### config.mk
export PLATFORM = sky130hd
export DESIGN_NAME = crg_guard
export DESIGN_NICKNAME = d
export VERILOG_FILES = /design/src/rtl/crg_pkg.sv /design/src/rtl/crg_classify.sv /design/src/rtl/crg_tag_store.sv /design/src/rtl/crg_alarm.sv /design/src/rtl/crg_guard.sv
export SDC_FILE = /design/constraint.sdc
export NUM_CORES = 1
export LEC_CHECK = 0
export BUFFER_PORTS_ARGS = -buffer_cell sky130_fd_sc_hd__buf_2
export CORE_UTILIZATION = 49
export DETAILED_ROUTE_END_ITERATION = 16
export PLACE_DENSITY = 0.8
export SYNTH_ARGS = -nofsm -noshare
export SYNTH_HDL_FRONTEND = slang
export SYNTH_SLANG_ARGS = --single-unit
### constraint.sdc
create_clock -name clk -period 2 [get_ports clk]
set_input_delay 0.1 -clock clk [delete_from_list [all_inputs] [get_ports clk]]
set_output_delay 0.1 -clock clk [all_outputs]
set_load 0.02 [all_outputs]
### src/rtl/crg_pkg.sv
package crg_pkg;

  localparam int DATA_W = 32;
  localparam int SEG_W  = 16;
  localparam int TAG_W  = 8;

  typedef enum logic [1:0] {
    RC_NONE = 2'd0,
    RC_CTRL = 2'd1,
    RC_SEG  = 2'd2
  } reg_class_e;

  // Keyed tag: per-address key, byte fold, one rotate-and-XOR round.
  function automatic logic [TAG_W-1:0] tag_fn(input logic [DATA_W-1:0] secret,
                                              input logic [7:0]        addr,
                                              input logic [DATA_W-1:0] data);
    logic [DATA_W-1:0] key;
    logic [DATA_W-1:0] mixed;
    logic [TAG_W-1:0]  fold;
    key   = secret ^ ({24'd0, addr} * 32'h9E3779B9);
    mixed = data ^ key;
    fold  = mixed[7:0] ^ mixed[15:8] ^ mixed[23:16] ^ mixed[31:24];
    return {fold[4:0], fold[7:5]} ^ key[15:8];
  endfunction

  function automatic logic [DATA_W-1:0] narrow_fn(input reg_class_e cls,
                                                 input logic [DATA_W-1:0] data);
    return (cls == RC_SEG) ? {{(DATA_W-SEG_W){1'b0}}, data[SEG_W-1:0]} : data;
  endfunction

endpackage

### src/rtl/crg_classify.sv
module crg_classify
  import crg_pkg::*;
#(
  parameter int NUM_CTRL = 5,
  parameter int NUM_SEG  = 6,
  parameter int ADDR_W   = 4
) (
  input  logic [ADDR_W-1:0] addr,
  output reg_class_e        cls
);
  localparam int ENTRIES = NUM_CTRL + NUM_SEG;

  logic [31:0] a32;
  assign a32 = 32'(addr);

  always_comb begin
    if (a32 < 32'(NUM_CTRL))     cls = RC_CTRL;
    else if (a32 < 32'(ENTRIES)) cls = RC_SEG;
    else                         cls = RC_NONE;
  end
endmodule

### src/rtl/crg_tag_store.sv
module crg_tag_store
  import crg_pkg::*;
#(
  parameter int ENTRIES = 11,
  parameter int ADDR_W  = 4
) (
  input  logic              clk,
  input  logic              rst_n,
  input  logic              we,
  input  logic [ADDR_W-1:0] waddr,
  input  logic [TAG_W-1:0]  wtag,
  input  logic [ADDR_W-1:0] raddr,
  output logic              rvalid,
  output logic [TAG_W-1:0]  rtag
);
  logic [ENTRIES-1:0] valid_vec;
  logic [TAG_W-1:0]   tag_arr [ENTRIES];

  for (genvar i = 0; i < ENTRIES; i++) begin : g_ent
    logic             v;
    logic [TAG_W-1:0] t;
    always_ff @(posedge clk or negedge rst_n) begin
      if (!rst_n) begin
        v <= 1'b0;
        t <= '0;
      end else if (we && (32'(waddr) == 32'(i))) begin
        v <= 1'b1;
        t <= wtag;
      end
    end
    assign valid_vec[i] = v;
    assign tag_arr[i]   = t;
  end

  always_comb begin
    rvalid = 1'b0;
    rtag   = '0;
    for (int i = 0; i < ENTRIES; i++) begin
      if (32'(raddr) == 32'(i)) begin
        rvalid = valid_vec[i];
        rtag   = tag_arr[i];
      end
    end
  end

  // stored state only moves on an accepted write
  assert_store_hold_R2: assert property (@(posedge clk) disable iff (!rst_n)
    !we |=> $stable(valid_vec));
  // nothing is valid coming out of reset without a write
  assert_valid_needs_write_R1: assert property (@(posedge clk) disable iff (!rst_n)
    (valid_vec != $past(valid_vec)) |-> $past(we));
endmodule

### src/rtl/crg_alarm.sv
module crg_alarm #(
  parameter int ADDR_W = 4
) (
  input  logic              clk,
  input  logic              rst_n,
  input  logic              fail,
  input  logic [ADDR_W-1:0] fail_addr,
  input  logic              clr,
  output logic              alarm,
  output logic [ADDR_W-1:0] alarm_addr
);
  logic capture;
  assign capture = fail && (!alarm || clr);

  always_ff @(posedge clk or negedge rst_n) begin
    if (!rst_n) begin
      alarm      <= 1'b0;
      alarm_addr <= '0;
    end else if (capture) begin
      alarm      <= 1'b1;
      alarm_addr <= fail_addr;
    end else if (clr) begin
      alarm      <= 1'b0;
    end
  end

  assert_alarm_sticky_R8: assert property (@(posedge clk) disable iff (!rst_n)
    (alarm && !clr) |=> alarm);
  assert_addr_hold_R8: assert property (@(posedge clk) disable iff (!rst_n)
    (alarm && !clr) |=> $stable(alarm_addr));
  assert_alarm_cause_R8: assert property (@(posedge clk) disable iff (!rst_n)
    $rose(alarm) |-> $past(fail));
  assert_clear_drops_R9: assert property (@(posedge clk) disable iff (!rst_n)
    (clr && !fail) |=> !alarm);
  assert_fail_beats_clear_R9: assert property (@(posedge clk) disable iff (!rst_n)
    (clr && fail) |=> alarm);
endmodule

### src/rtl/crg_guard.sv
module crg_guard
  import crg_pkg::*;
#(
  parameter int          NUM_CTRL = 5,
  parameter int          NUM_SEG  = 6,
  parameter int          ADDR_W   = 4,
  parameter logic [31:0] SECRET   = 32'h5A3C_96E1
) (
  input  logic              clk,
  input  logic              rst_n,
  input  logic              wr_en,
  input  logic [ADDR_W-1:0] wr_addr,
  input  logic [31:0]       wr_data,
  input  logic              rd_en,
  input  logic [ADDR_W-1:0] rd_addr,
  input  logic [31:0]       rd_data,
  input  logic              alarm_clr,
  output logic              chk_valid,
  output logic              chk_fail,
  output logic              alarm,
  output logic [ADDR_W-1:0] alarm_addr
);
  localparam int ENTRIES = NUM_CTRL + NUM_SEG;

  reg_class_e        wr_cls, rd_cls;
  logic              wr_prot, rd_prot;
  logic [TAG_W-1:0]  wr_tag, rd_tag, st_tag, ref_tag;
  logic              st_valid, ref_valid, bypass;
  logic [ADDR_W-1:0] chk_addr_q;

  crg_classify #(.NUM_CTRL(NUM_CTRL), .NUM_SEG(NUM_SEG), .ADDR_W(ADDR_W))
    u_wcls (.addr(wr_addr), .cls(wr_cls));
  crg_classify #(.NUM_CTRL(NUM_CTRL), .NUM_SEG(NUM_SEG), .ADDR_W(ADDR_W))
    u_rcls (.addr(rd_addr), .cls(rd_cls));

  assign wr_prot = (wr_cls != RC_NONE);
  assign rd_prot = (rd_cls != RC_NONE);
  assign wr_tag  = tag_fn(SECRET, 8'(wr_addr), narrow_fn(wr_cls, wr_data));
  assign rd_tag  = tag_fn(SECRET, 8'(rd_addr), narrow_fn(rd_cls, rd_data));

  crg_tag_store #(.ENTRIES(ENTRIES), .ADDR_W(ADDR_W)) u_store (
    .clk(clk), .rst_n(rst_n),
    .we(wr_en && wr_prot), .waddr(wr_addr), .wtag(wr_tag),
    .raddr(rd_addr), .rvalid(st_valid), .rtag(st_tag)
  );

  // Same-cycle write forwarding, matching the register file bypass
  assign bypass    = wr_en && wr_prot && (wr_addr == rd_addr);
  assign ref_valid = bypass || st_valid;
  assign ref_tag   = bypass ? wr_tag : st_tag;

  always_ff @(posedge clk or negedge rst_n) begin
    if (!rst_n) begin
      chk_valid  <= 1'b0;
      chk_fail   <= 1'b0;
      chk_addr_q <= '0;
    end else begin
      chk_valid  <= rd_en && rd_prot;
      chk_fail   <= rd_en && rd_prot && ref_valid && (ref_tag != rd_tag);
      chk_addr_q <= rd_addr;
    end
  end

  crg_alarm #(.ADDR_W(ADDR_W)) u_alarm (
    .clk(clk), .rst_n(rst_n), .fail(chk_fail), .fail_addr(chk_addr_q),
    .clr(alarm_clr), .alarm(alarm), .alarm_addr(alarm_addr)
  );

  assert_fail_has_check_R4: assert property (@(posedge clk) disable iff (!rst_n)
    chk_fail |-> chk_valid);
  assert_check_follows_read_R4: assert property (@(posedge clk) disable iff (!rst_n)
    chk_valid |-> $past(rd_en));
  assert_unguarded_silent_R2: assert property (@(posedge clk) disable iff (!rst_n)
    (rd_en && !rd_prot) |=> !chk_valid);
  assert_unwritten_quiet_R6: assert property (@(posedge clk) disable iff (!rst_n)
    (rd_en && !ref_valid) |=> !chk_fail);
  assert_bypass_match_R7: assert property (@(posedge clk) disable iff (!rst_n)
    (rd_en && bypass && (wr_tag == rd_tag)) |=> !chk_fail);
endmodule

### Yosys cells after proc, flatten, opt, wreduce, memory -nomap -nowiden

Index checks and enable logic that the tools add are counted.
Widths: inputs -> output; s select.

* add/subtract/negate cells: 0
* $mul: 2
* div/mod/pow operators: 0
* order comparisons: 4
* equal/unequal tests: 24
* shift-type cells: 0
* muxes and demuxes: 31
* bitwise operators: 12
* reductions and logical operators: 25

Operators with widths (number)
* $mux 8: 12
* $mul 4x32->32 const B: 2
* $mux 32: 2
* $xor 32x32->32: 2
* $xor 8x8->8: 8
* $eq 4x3->1 const B: 8
* $not 16->16: 2
* $eq 4x4->1 const B: 6
* $logic_and 1x1->1: 17
* $eq 4x2->1 const B: 4
* $mux 1: 13
* $eq 4x1->1 const B: 2
* $logic_not 4->1: 2
* $lt 4x3->1 const B: 2
* $lt 4x4->1 const B: 2
* $mux 2: 4
* $ne 8x8->1: 1
* $reduce_bool 2->1: 3
* $eq 2x2->1 const B: 2
* $eq 4x4->1: 1
* $logic_or 1x1->1: 2
* $logic_not 1->1: 1

* register bits: 110
* latch bits: 0
* bits in writable memories: 0
* ROM bits: 0
* output and inout port bits: 7
* word-level logic and storage cells: 125
* memories: 0

### Longest topological paths before layout

Gate-level depths: netlist (run 1).

* depth in word-level cells: 15
* depth in mapped cells: 18
* mapped depth without buffers: 17

### Modules after synthesis

From an unflattened synthesis (run 1), not the netlist that was laid out.

* cells, all modules: 969
* area total of the unflattened synthesis: 9713.1 um2

Modules (own cells, without submodules)
* crg_guard: times used 1, cells each 604, area an instance 4775.8 um2, sequential area each 150.1 um2
* crg_tag_store: times used 1, cells each 343, area an instance 4621.9 um2, sequential area each 2477.4 um2
* crg_alarm: times used 1, cells each 12, area an instance 217.7 um2, sequential area each 125.1 um2
* crg_classify: times used 2, cells each 5, area an instance 48.8 um2, sequential area each 0.0 um2

### Worst setup path before layout (run 1)

OpenSTA, ideal clock, no wires.

* kind: input-to-reg
* start: input wr_addr[1]
* end: register chk_fail
* arrival: 3.583 ns
* required time: 1.860 ns
* path slack: -1.723 ns
* stages on the path: 14
* path buffers: 0
* cell sequence: fa_1 > ha_1 > ha_1 > nor2b_1 > a211oi_4 > o31ai_4 > o32ai_4 > xor2_2 > xnor3_1 > xnor2_1 > mux2i_1 > xnor2_1 > nor4_1 > a41oi_2

* longest elaborated chain between the ends: 12
* elaborated cells on any way between the ends: 22
* those cells by class: mul: 1; order compare: 2; eq/ne: 3; mux: 4; bitwise: 6; reduce/logical: 6

Ends and longest elaborated chain
* start, declared: line crg_guard.sv:12 `input logic [ADDR_W-1:0] wr_addr,`
* parallel branches: the longest is 11 deep, another holds $mul 4x32->32
* $logic_and 1x1->1 (*): line crg_guard.sv:59 `chk_fail <= rd_en && rd_prot && ref_valid && (ref_tag != rd_tag);`
* end signal, assigned: line crg_guard.sv:59
* end, declared: line crg_guard.sv:19 `output logic chk_fail,`

Mark *: on every way between the ends.
A chain may end at the register's enable or synchronous reset.

### Final worst setup path (run 1)

Ends and elaborated chain as after synthesis.

==> results.yml, run 1 <==
clock_tree:
  cts.sink_count: 110
  tritoncts: "yes"
  h-tree-depth: 3
  worstSkewPairLatency_ps: 360
  cts_inserted_buffers: 9
  clock_path_buffers: 2
  cts_root_buffer: "sky130_fd_sc_hd__clkbuf_16"
  cts.reportedPaths.clkPinSlew_ps: 70
placement:
  post_dp_hpwl_um: 24200
  pre_cts_ws_ps: -2340
  gpl.final_weighted_congestion: 1.03
  place.port_buffers: 83
pwr:
  swShare_pct: 43.3
  power.share.combinational_pct: 71.3
  leakage_nw: 6.43
  p_switching_mw: 8.30
  sequentialPowerShare_pct: 19.4
  power_density_nw_per_um2: 1390
  share_clk_of_total_power_pct: 9.2
  worst_voltage_drop_across_the_vdd_grid_v: 0.000964
  p_int_mw: 10.9
logic_synthesis:
  syn_area_um2: 9610
  synth_sequential_area_ratio_pct: 28.6
  synthFlopType: "sky130_fd_sc_hd__dfrtp_1"
  synth_fa_ha_area_share_pct: 12.5
  syn_avg_cell_area_um2: 8.88
  synth_nets: 1244
  synth.mux.area_fraction_pct: 5.27
  netlist_instances: 1083
  synth_enable_flop_cells: 0
  xor_and_xnor_fraction_of_the_mapped_netlist_area_pct: 17.3
  synth_top_family_by_area: "compound AO/OA/AOI/OAI gates"
  synth_compound_gate_area_share_pct: 19.0
  synth_cell_types: 72
  synth-async-reset-ratio_pct: 100
  synthSimpleGateAreaFrac_pct: 12.9
  yosysWarningCount: 0
  ys_ff_latch: 110
die:
  dieHeight_um: 142
  design.die.area_um2: 20200
  pin_count: 84
  floorplan.initialDensity_pct: 50.7
  core_region_area_um2: 19000
  floorplan.die.width_um: 142
  placement_rows: 50
grt:
  grt_util_all_layers_pct: 32.9
  groute.layer.met1.usage_pct: 41.5
  groute.layer.met3.usage_pct: 4.98
  globalRoute.busiestLayer: "met2"
  wire_length_of_the_first_global_routing_pass_um: 51200
  gr-total-overflow: 0
  grt_max_degree: 41
  antenna_found_initial: 0
  globalRouteMet2Util_pct: 55.4
  first_global_vias: 10000
sta:
  clock-skew-final_ps: 5.45
  drv_slew: 0
  timing.final.crit_share_pct: 181
  timing.final.ws_setup_ps: -1620
  max_freq_mhz: 276
  fin_setup_tns_ps: -112560
  finalSetupViolations: 89
  worstMarginPinSlew_ps: 545
  slew_headroom_pct: 63.7
  final_hold_viol_count: 0
  grt_setup_unrepaired: "yes"
  final.min_clock_period_ps: 3620
critical_path:
  worstSetupPathType: "primary input to flop"
  critPathLaunchType: "primary input"
  timing.critical_path.to_type: "flop"
  cpPeakStageDelay_ps: 530
  critical-path-slowest-cell: "sky130_fd_sc_hd__fa_1"
  worstPathRequired_ps: 2220
  cp_max_fo: 9
  crit_chain: "buf_8 > ha_1 > inv_1 > fa_1 > inv_1 > ha_4 > buf_4 > nand3b_1 > a22oi_2 > or2_4 > xor2_2 > buf_4 > xnor3_1 > xnor2_2 > o21ai_2 > xnor2_1 > nor4_2 > a41oi_2"
  setup.reg_to_reg.worst_slack_ps: -500
  cp_data_arrival_time_ps: 3850
drt:
  route.detailed.drc: 0
  drt_first_pass_iters: 5
  drt_wl_total_um: 33700
  detailedRoute.firstIterationViolations: 1037
  drt-wirelength-per-cell_um: 19.9
  final_antenna_net_count: 0
  vias: 9995
  vias_per_cell: 5.89
run_status:
  violated_checks: "negative setup slack"
  status: "finished with violations"
run:
  number_of_max_cap_violations: 0
finish:
  diodes: 0
  area_delta_synth_final_pct: 43.6
  num-nets-final: 1592
  post_route_cells_drive_above_1_share_pct: 41.3
worst_hold_path:
  holdCritPathClass: "primary input to flop"
## cells by family after synthesis
logic type | after synthesis
AOI/OAI and AO/OA | 279
muxes | 46
xor gates and xnor gates | 175
adders and majority gates | 88
buffers and inverters | 110
DFF | 110
and+or+nand+nor | 275
## layout by cell type, fill, tap and decap left out, types with 9 or more instances in the layout
cell type / Yosys / layout
sky130_fd_sc_hd__buf_6: 0 / 19
sky130_fd_sc_hd__dfrtp_1: 110 / 110
sky130_fd_sc_hd__o21ai_2: 0 / 35
sky130_fd_sc_hd__a31oi_1: 12 / 10
sky130_fd_sc_hd__nand2_1: 149 / 146
sky130_fd_sc_hd__a21oi_1: 49 / 40
sky130_fd_sc_hd__ha_4: 0 / 19
sky130_fd_sc_hd__o211ai_1: 11 / 11
sky130_fd_sc_hd__xnor2_1: 124 / 108
sky130_fd_sc_hd__o31ai_1: 14 / 9
sky130_fd_sc_hd__nor2_1: 40 / 37
sky130_fd_sc_hd__buf_4: 1 / 285
sky130_fd_sc_hd__ha_1: 70 / 51
sky130_fd_sc_hd__xor2_1: 40 / 36
sky130_fd_sc_hd__inv_1: 52 / 45
sky130_fd_sc_hd__buf_2: 9 / 77
sky130_fd_sc_hd__a21o_1: 15 / 15
sky130_fd_sc_hd__mux2_2: 37 / 36
sky130_fd_sc_hd__nand4_1: 10 / 10
sky130_fd_sc_hd__nor2b_1: 11 / 10
sky130_fd_sc_hd__xnor2_2: 3 / 17
sky130_fd_sc_hd__fa_1: 14 / 10
sky130_fd_sc_hd__nand2b_1: 15 / 15
sky130_fd_sc_hd__o21ai_0: 102 / 38
sky130_fd_sc_hd__clkbuf_16: 0 / 9
sky130_fd_sc_hd__nand3_1: 17 / 17
sky130_fd_sc_hd__o21ai_1: 6 / 33
## state kept, by name, indices dropped and copies added (netlist names)
signal and flops:
u_alarm.alarm 1, u_store.g_ent.t 88, u_store.g_ent.v 11, u_alarm.alarm_addr 4
chk_addr_q 4, chk_valid 1, chk_fail 1
## synthesized netlist by cell type (4+ instances only)
master,number,area [µm²]
sky130_fd_sc_hd__nor2_1,40,150
sky130_fd_sc_hd__a21oi_1,49,245
sky130_fd_sc_hd__a31oi_1,12,75.1
sky130_fd_sc_hd__buf_2,9,45.0
sky130_fd_sc_hd__o21a_1,7,52.6
sky130_fd_sc_hd__and3_1,4,25.0
sky130_fd_sc_hd__a22oi_1,6,45.0
sky130_fd_sc_hd__nand4_1,10,62.6
sky130_fd_sc_hd__a21o_1,15,113
sky130_fd_sc_hd__nand3_1,17,85.1
sky130_fd_sc_hd__xnor2_1,124,1090
sky130_fd_sc_hd__xnor3_1,7,158
sky130_fd_sc_hd__nand2b_1,15,93.8
sky130_fd_sc_hd__a32oi_1,8,70.1
sky130_fd_sc_hd__clkbuf_1,44,165
sky130_fd_sc_hd__o21ai_0,102,510
sky130_fd_sc_hd__a221oi_1,9,78.8
sky130_fd_sc_hd__o22ai_1,7,43.8
sky130_fd_sc_hd__a211oi_1,5,37.5
sky130_fd_sc_hd__xor2_1,40,350
sky130_fd_sc_hd__ha_1,70,876
sky130_fd_sc_hd__dfrtp_1,110,2750
sky130_fd_sc_hd__mux2_2,37,417
sky130_fd_sc_hd__o21ai_1,6,30.0
sky130_fd_sc_hd__fa_1,14,280
sky130_fd_sc_hd__nand2_1,149,559
sky130_fd_sc_hd__nor2b_1,11,68.8
sky130_fd_sc_hd__o211ai_1,11,82.6
sky130_fd_sc_hd__mux2i_1,9,90.1
sky130_fd_sc_hd__inv_1,52,195
sky130_fd_sc_hd__and2_1,5,31.3
sky130_fd_sc_hd__nor3_1,9,45.0
sky130_fd_sc_hd__o31ai_1,14,105
## stage by stage
stage	instances	utilization [%]	instance area [µm²]	power, mW	hold slack [ps]
5_1_grt	1696	72.8	13800	20.1	45.3
4_1_cts	1686	70.6	13400	17.7	19.3
3_3_place_gp	1652	66.0	12500	13.9	112
3_5_place_dp	1652	66.0	12500	14.2	119
6_report	1696	72.8	13800	19.2	16.4
2_1_floorplan	1083	-	9890	10.6	-196
## cell type report
cell class / count / area, µm²
clock inverters: 6 / 51.3
fillers: 1293 / 5150
multi-input cells: 863 / 7300
clock buffers: 10 / 239
inverters: 54 / 209
flip-flops and latches: 110 / 2750
repair buffers: 393 / 2930
well taps: 260 / 325
## worst paths after layout
path	startpoint	to	depth (start not counted)
max in group asynchronous	rst_n	u_store.g_ent[10].t[3]$_DFFE_PN0P_	3
max reg2reg	u_store.g_ent[1].t[7]$_DFFE_PN0P_	chk_fail$_DFF_PN0_	10
min	alarm_clr	u_alarm.alarm$_DFFE_PN0P_	3
max	wr_addr[1]	chk_fail$_DFF_PN0_	18
min in group asynchronous	rst_n	u_store.g_ent[1].v$_DFFE_PN0P_	2
min reg2reg	u_store.g_ent[0].v$_DFFE_PN0P_	u_store.g_ent[0].v$_DFFE_PN0P_	1
## per-layer routing
metal | part of all wire [%] | vias up
li1 | - | 4462
met1 | 38 | 4759
met2 | 48 | 604
met3 | 7.8 | 170
met4 | 5.9 | 0
met5 | 0 | -
## power by group through the flow
stage	combinational, mW	clock, mW	sequential, mW
2_1_floorplan	6.98	0	3.60
3_3_place_gp	10.3	0	3.65
3_5_place_dp	10.5	0	3.69
4_1_cts	12.3	1.77	3.66
5_1_grt	14.4	1.86	3.79
6_report	13.7	1.77	3.73
## timing repair
item	in CTS	in global routing
setup endpoints to repair	89	89
pin swaps	29	62
hold buffers	2	0
setup buffers	15	15
hold endpoints to repair	39	0
resized for setup	91	85
gates cloned	2	1
## critical path, delay by kind of cell
family / cells / cell delay [ps]
compound gates: 3 / 520
xor+xnor: 4 / 890
fa+ha+maj: 3 / 1100
buf+inv: 5 / 570
simple gates: 3 / 650
Note: power is estimated with default switching activity, not from simulation.
==> run 2, diff against run 1 <==
--- a/config.mk
+++ b/config.mk
@@ -11,4 +11,5 @@
 export PLACE_DENSITY = 0.8
 export SYNTH_ARGS = -nofsm -noshare
 export SYNTH_HDL_FRONTEND = slang
+export SYNTH_HIERARCHICAL = 1
 export SYNTH_SLANG_ARGS = --single-unit
==> constraint.sdc (replaced) <==
create_clock -name clk -period 2 [get_ports clk]
set_input_delay 0.2 -clock clk [delete_from_list [all_inputs] [get_ports clk]]
set_output_delay 0.2 -clock clk [all_outputs]
set_load 0.02 [all_outputs]
==> run 2 against run 1 <==
  * The flow still finishes with violations (negative setup slack)
  * First-iteration DRC count decreased by 37%
  * Utilization shrank 2.3 points
  * Clock skew rose by 7.1 ps
  * Die area up 1.0%
  * Synthesized cell count shrank 11%
  * Hold slack better by 100 ps
  * Register-to-register slack improved by 130 ps
  * Synthesized area rose by 1.0%
  * Via count is 11% lower
==> results.yml, run 2 <==
run_status:
  status: "finished with violations"
  violated_checks: "negative setup slack"
sta:
  finalSetupViolations: 91
  final_hold_viol_count: 0
  worstMarginPinSlew_ps: 601
  max_freq_mhz: 267
  clock-skew-final_ps: 12.6
  hold-worst-slack_ps: 121
  grt_setup_unrepaired: "yes"
  drv_slew: 0
  fin_setup_tns_ps: -125730
  timing.final.ws_setup_ps: -1750
  slew_headroom_pct: 59.9
  timing.final.crit_share_pct: 187
  final.min_clock_period_ps: 3750
drt:
  drt_first_pass_iters: 7
  drt-wirelength-per-cell_um: 20.0
  vias: 8894
  vias_per_cell: 5.71
  final_antenna_net_count: 0
  detailedRoute.firstIterationViolations: 654
  route.detailed.drc: 0
  drt_wl_total_um: 31100
clock_tree:
  cts_root_buffer: "sky130_fd_sc_hd__clkbuf_16"
  tritoncts: "yes"
  clock_path_buffers: 2
  cts.sink_count: 110
  h-tree-depth: 3
  cts.reportedPaths.clkPinSlew_ps: 80
  cts_inserted_buffers: 9
  worstSkewPairLatency_ps: 360
placement:
  post_dp_hpwl_um: 22100
  place.port_buffers: 83
  gpl.final_weighted_congestion: 1.02
  placedCellCount: 1519
  pre_cts_ws_ps: -2180
  placed_area_um2: 12300
finish:
  mostFrequentLayoutCells: "sky130_fd_sc_hd__buf_4 (226), sky130_fd_sc_hd__xnor2_1 (130), sky130_fd_sc_hd__dfrtp_1 (110)"
  largest_reg_flops: 88
  reg.largest.list: "u_store/g_ent.t: 88 flops, u_store/g_ent.v: 11 flops"
  post_route_cells_drive_above_1_share_pct: 46.9
  regMostFlops: "u_store/g_ent.t"
  num-nets-final: 1437
  diodes: 0
  finalInstanceArea_um2: 13700
  final_common_cell: "sky130_fd_sc_hd__buf_4"
  area_delta_synth_final_pct: 41.4
  final-instance-count-excl-fill: 1558
critical_path:
  setup.reg_to_reg.worst_slack_ps: -370
  cp_data_arrival_time_ps: 3980
  cp_max_fo: 5
  worstSetupPathType: "primary input to flop"
  count_of_cells_along_the_worst_register_to_register_path: 9
  critical_path.reg2reg.startpoint: "u_store/g_ent[6].t[6]$_DFFE_PN0P_"
  critPathLaunchType: "primary input"
  timing.critical_path.to_type: "flop"
  worstPathRequired_ps: 2240
  critical-path-slowest-cell: "sky130_fd_sc_hd__fa_2"
  crit_chain: "buf_8 > fa_2 > inv_2 > fa_1 > inv_2 > ha_4 > buf_4 > nand2_1 > buf_4 > a21oi_1 > o21ai_2 > mux2_4 > buf_6 > nor2_4 > xnor2_2 > xnor2_2 > o211ai_1 > a211oi_2 > a31oi_1"
  worstReg2RegEnd: "chk_fail$_DFF_PN0_"
  cpPeakStageDelay_ps: 600
worst_hold_path:
  hold-path-endpoint: "chk_valid$_DFF_PN0_"
  worst_hold_path.num_cells: 2
  hold_start: "rd_en"
  holdCritPathClass: "primary input to flop"
grt:
  grt_max_degree: 46
  grt_util_all_layers_pct: 29.9
  wire_length_of_the_first_global_routing_pass_um: 46400
  first_global_vias: 9024
  gr-total-overflow: 0
  antenna_found_initial: 0
die:
  pin_count: 84
  design.die.area_um2: 20400
  floorplan.die.width_um: 143
  placement_rows: 51
  core_region_area_um2: 19500
  dieHeight_um: 143
  floorplan.initialDensity_pct: 49.9
pwr:
  power_density_nw_per_um2: 1360
  leakage_nw: 6.42
  worst_voltage_drop_across_the_vdd_grid_v: 0.000852
logic_synthesis:
  synth_cell_types: 87
  synth_sequential_area_ratio_pct: 28.3
  post-synth-top-count-cell: "sky130_fd_sc_hd__xnor2_1"
  synthDominantCellAreaShare_pct: 28.3
  synth_common_cells: "sky130_fd_sc_hd__xnor2_1 (150), sky130_fd_sc_hd__dfrtp_1 (110), sky130_fd_sc_hd__mux2_2 (95)"
  synth_nets: 1118
  syn_area_um2: 9710
  synth-async-reset-ratio_pct: 100
  synthFlopType: "sky130_fd_sc_hd__dfrtp_1"
  syn_avg_cell_area_um2: 10.0
  yosysWarningCount: 6
  ys_ff_latch: 110
  post-synth-top-area-cell: "sky130_fd_sc_hd__dfrtp_1"
  netlist_instances: 969
  synth_enable_flop_cells: 0
  synth_top_cells_by_area: "sky130_fd_sc_hd__dfrtp_1 (28%), sky130_fd_sc_hd__xnor2_1 (14%), sky130_fd_sc_hd__mux2_2 (11%)"
run:
  number_of_max_cap_violations: 0
## run 2: cell count changes after synthesis, moves of 12 or more
cell                       change
sky130_fd_sc_hd__ha_1         -12
sky130_fd_sc_hd__nand2_1      -97
sky130_fd_sc_hd__mux2_2       +58
sky130_fd_sc_hd__xnor2_1      +26
sky130_fd_sc_hd__o21ai_0      -83
sky130_fd_sc_hd__clkbuf_1     -18
sky130_fd_sc_hd__xor2_1       -22
## run 2: timing repair
action	4_1_cts	5_1_grt
pin swaps	34	38
endpoints found under the setup margin	92	97
gates cloned	3	2
hold buffers	1	0
resized for setup	106	84
buffers inserted	18	9
hold endpoints to repair	34	0
## run 2: layer usage
layer / GRT usage (%) / up-vias / share of wire [%]
li1: - / 4042 / -
met1: 36.9 / 4334 / 41
met2: 51.9 / 399 / 49
met3: 3.49 / 119 / 5.8
met4: 14.3 / 0 / 4.7
met5: 0 / - / 0
## run 2: worst max-delay path: cells and delay by family
family,cells,cell delay (ps)
compound gates,5,850
mux,1,340
simple gates,2,180
buf+inv,6,590
xor+xnor,2,420
fa+ha+maj,3,1380
## run 2: per-stage QoR
step                      util [%]  total power [mW]
after floorplan                  -              10.8
after global placement        63.4              13.6
after detailed placement      63.4              14.0
after CTS                     68.2              17.3
after global routing          70.6              19.7
final                         70.6              18.7
## run 2: cell type report
cell class | count | area (µm²)
well taps | 265 | 332
repair buffers | 353 | 2750
flip-flops and latches | 110 | 2750
clock buffers | 11 | 243
multi-input cells | 763 | 7390
inverters | 49 | 189
fillers | 1320 | 5730
clock inverters | 5 | 63.8
repair inverters | 2 | 15.0
## run 2: logic make-up (layout without fill, tap and decap cells)
group	after synthesis	count (layout)	share of synthesized area, %
and+or+nand+nor	201	201	10.5
buffers and inverters	96	420	4.25
xor gates and xnor gates	174	174	16.6
AOI/OAI and AO/OA	186	186	13.8
muxes	129	129	16.1
adders and majority gates	73	73	10.5
DFF	110	110	28.3
## run 2: how the worst max path moves through the flow
stage                     cells after the start  startpoint                           endpoint  slack, ps
after detailed placement                     17  wr_addr[1]                 chk_fail$_DFF_PN0_      -2180
after global routing                         18  wr_addr[3]  u_store/g_ent[2].t[0]$_DFFE_PN0P_      -1820
after CTS                                    16  rd_addr[1]                 chk_fail$_DFF_PN0_      -1680
after global placement                       17  wr_addr[1]                 chk_fail$_DFF_PN0_      -2090
after floorplan                              16  wr_addr[1]                 chk_fail$_DFF_PN0_      -1770
final                                        19  wr_addr[3]                 chk_fail$_DFF_PN0_      -1750
## run 2: report_power, final
part	leakage, nW	total (mW)	internal (mW)	switching, mW
logic	4.90	13.2	6.78	6.41
registers	1.38	3.70	3.18	0.523
clock network	0.152	1.86	1.02	0.835
total	6.42	18.7	11.0	7.77
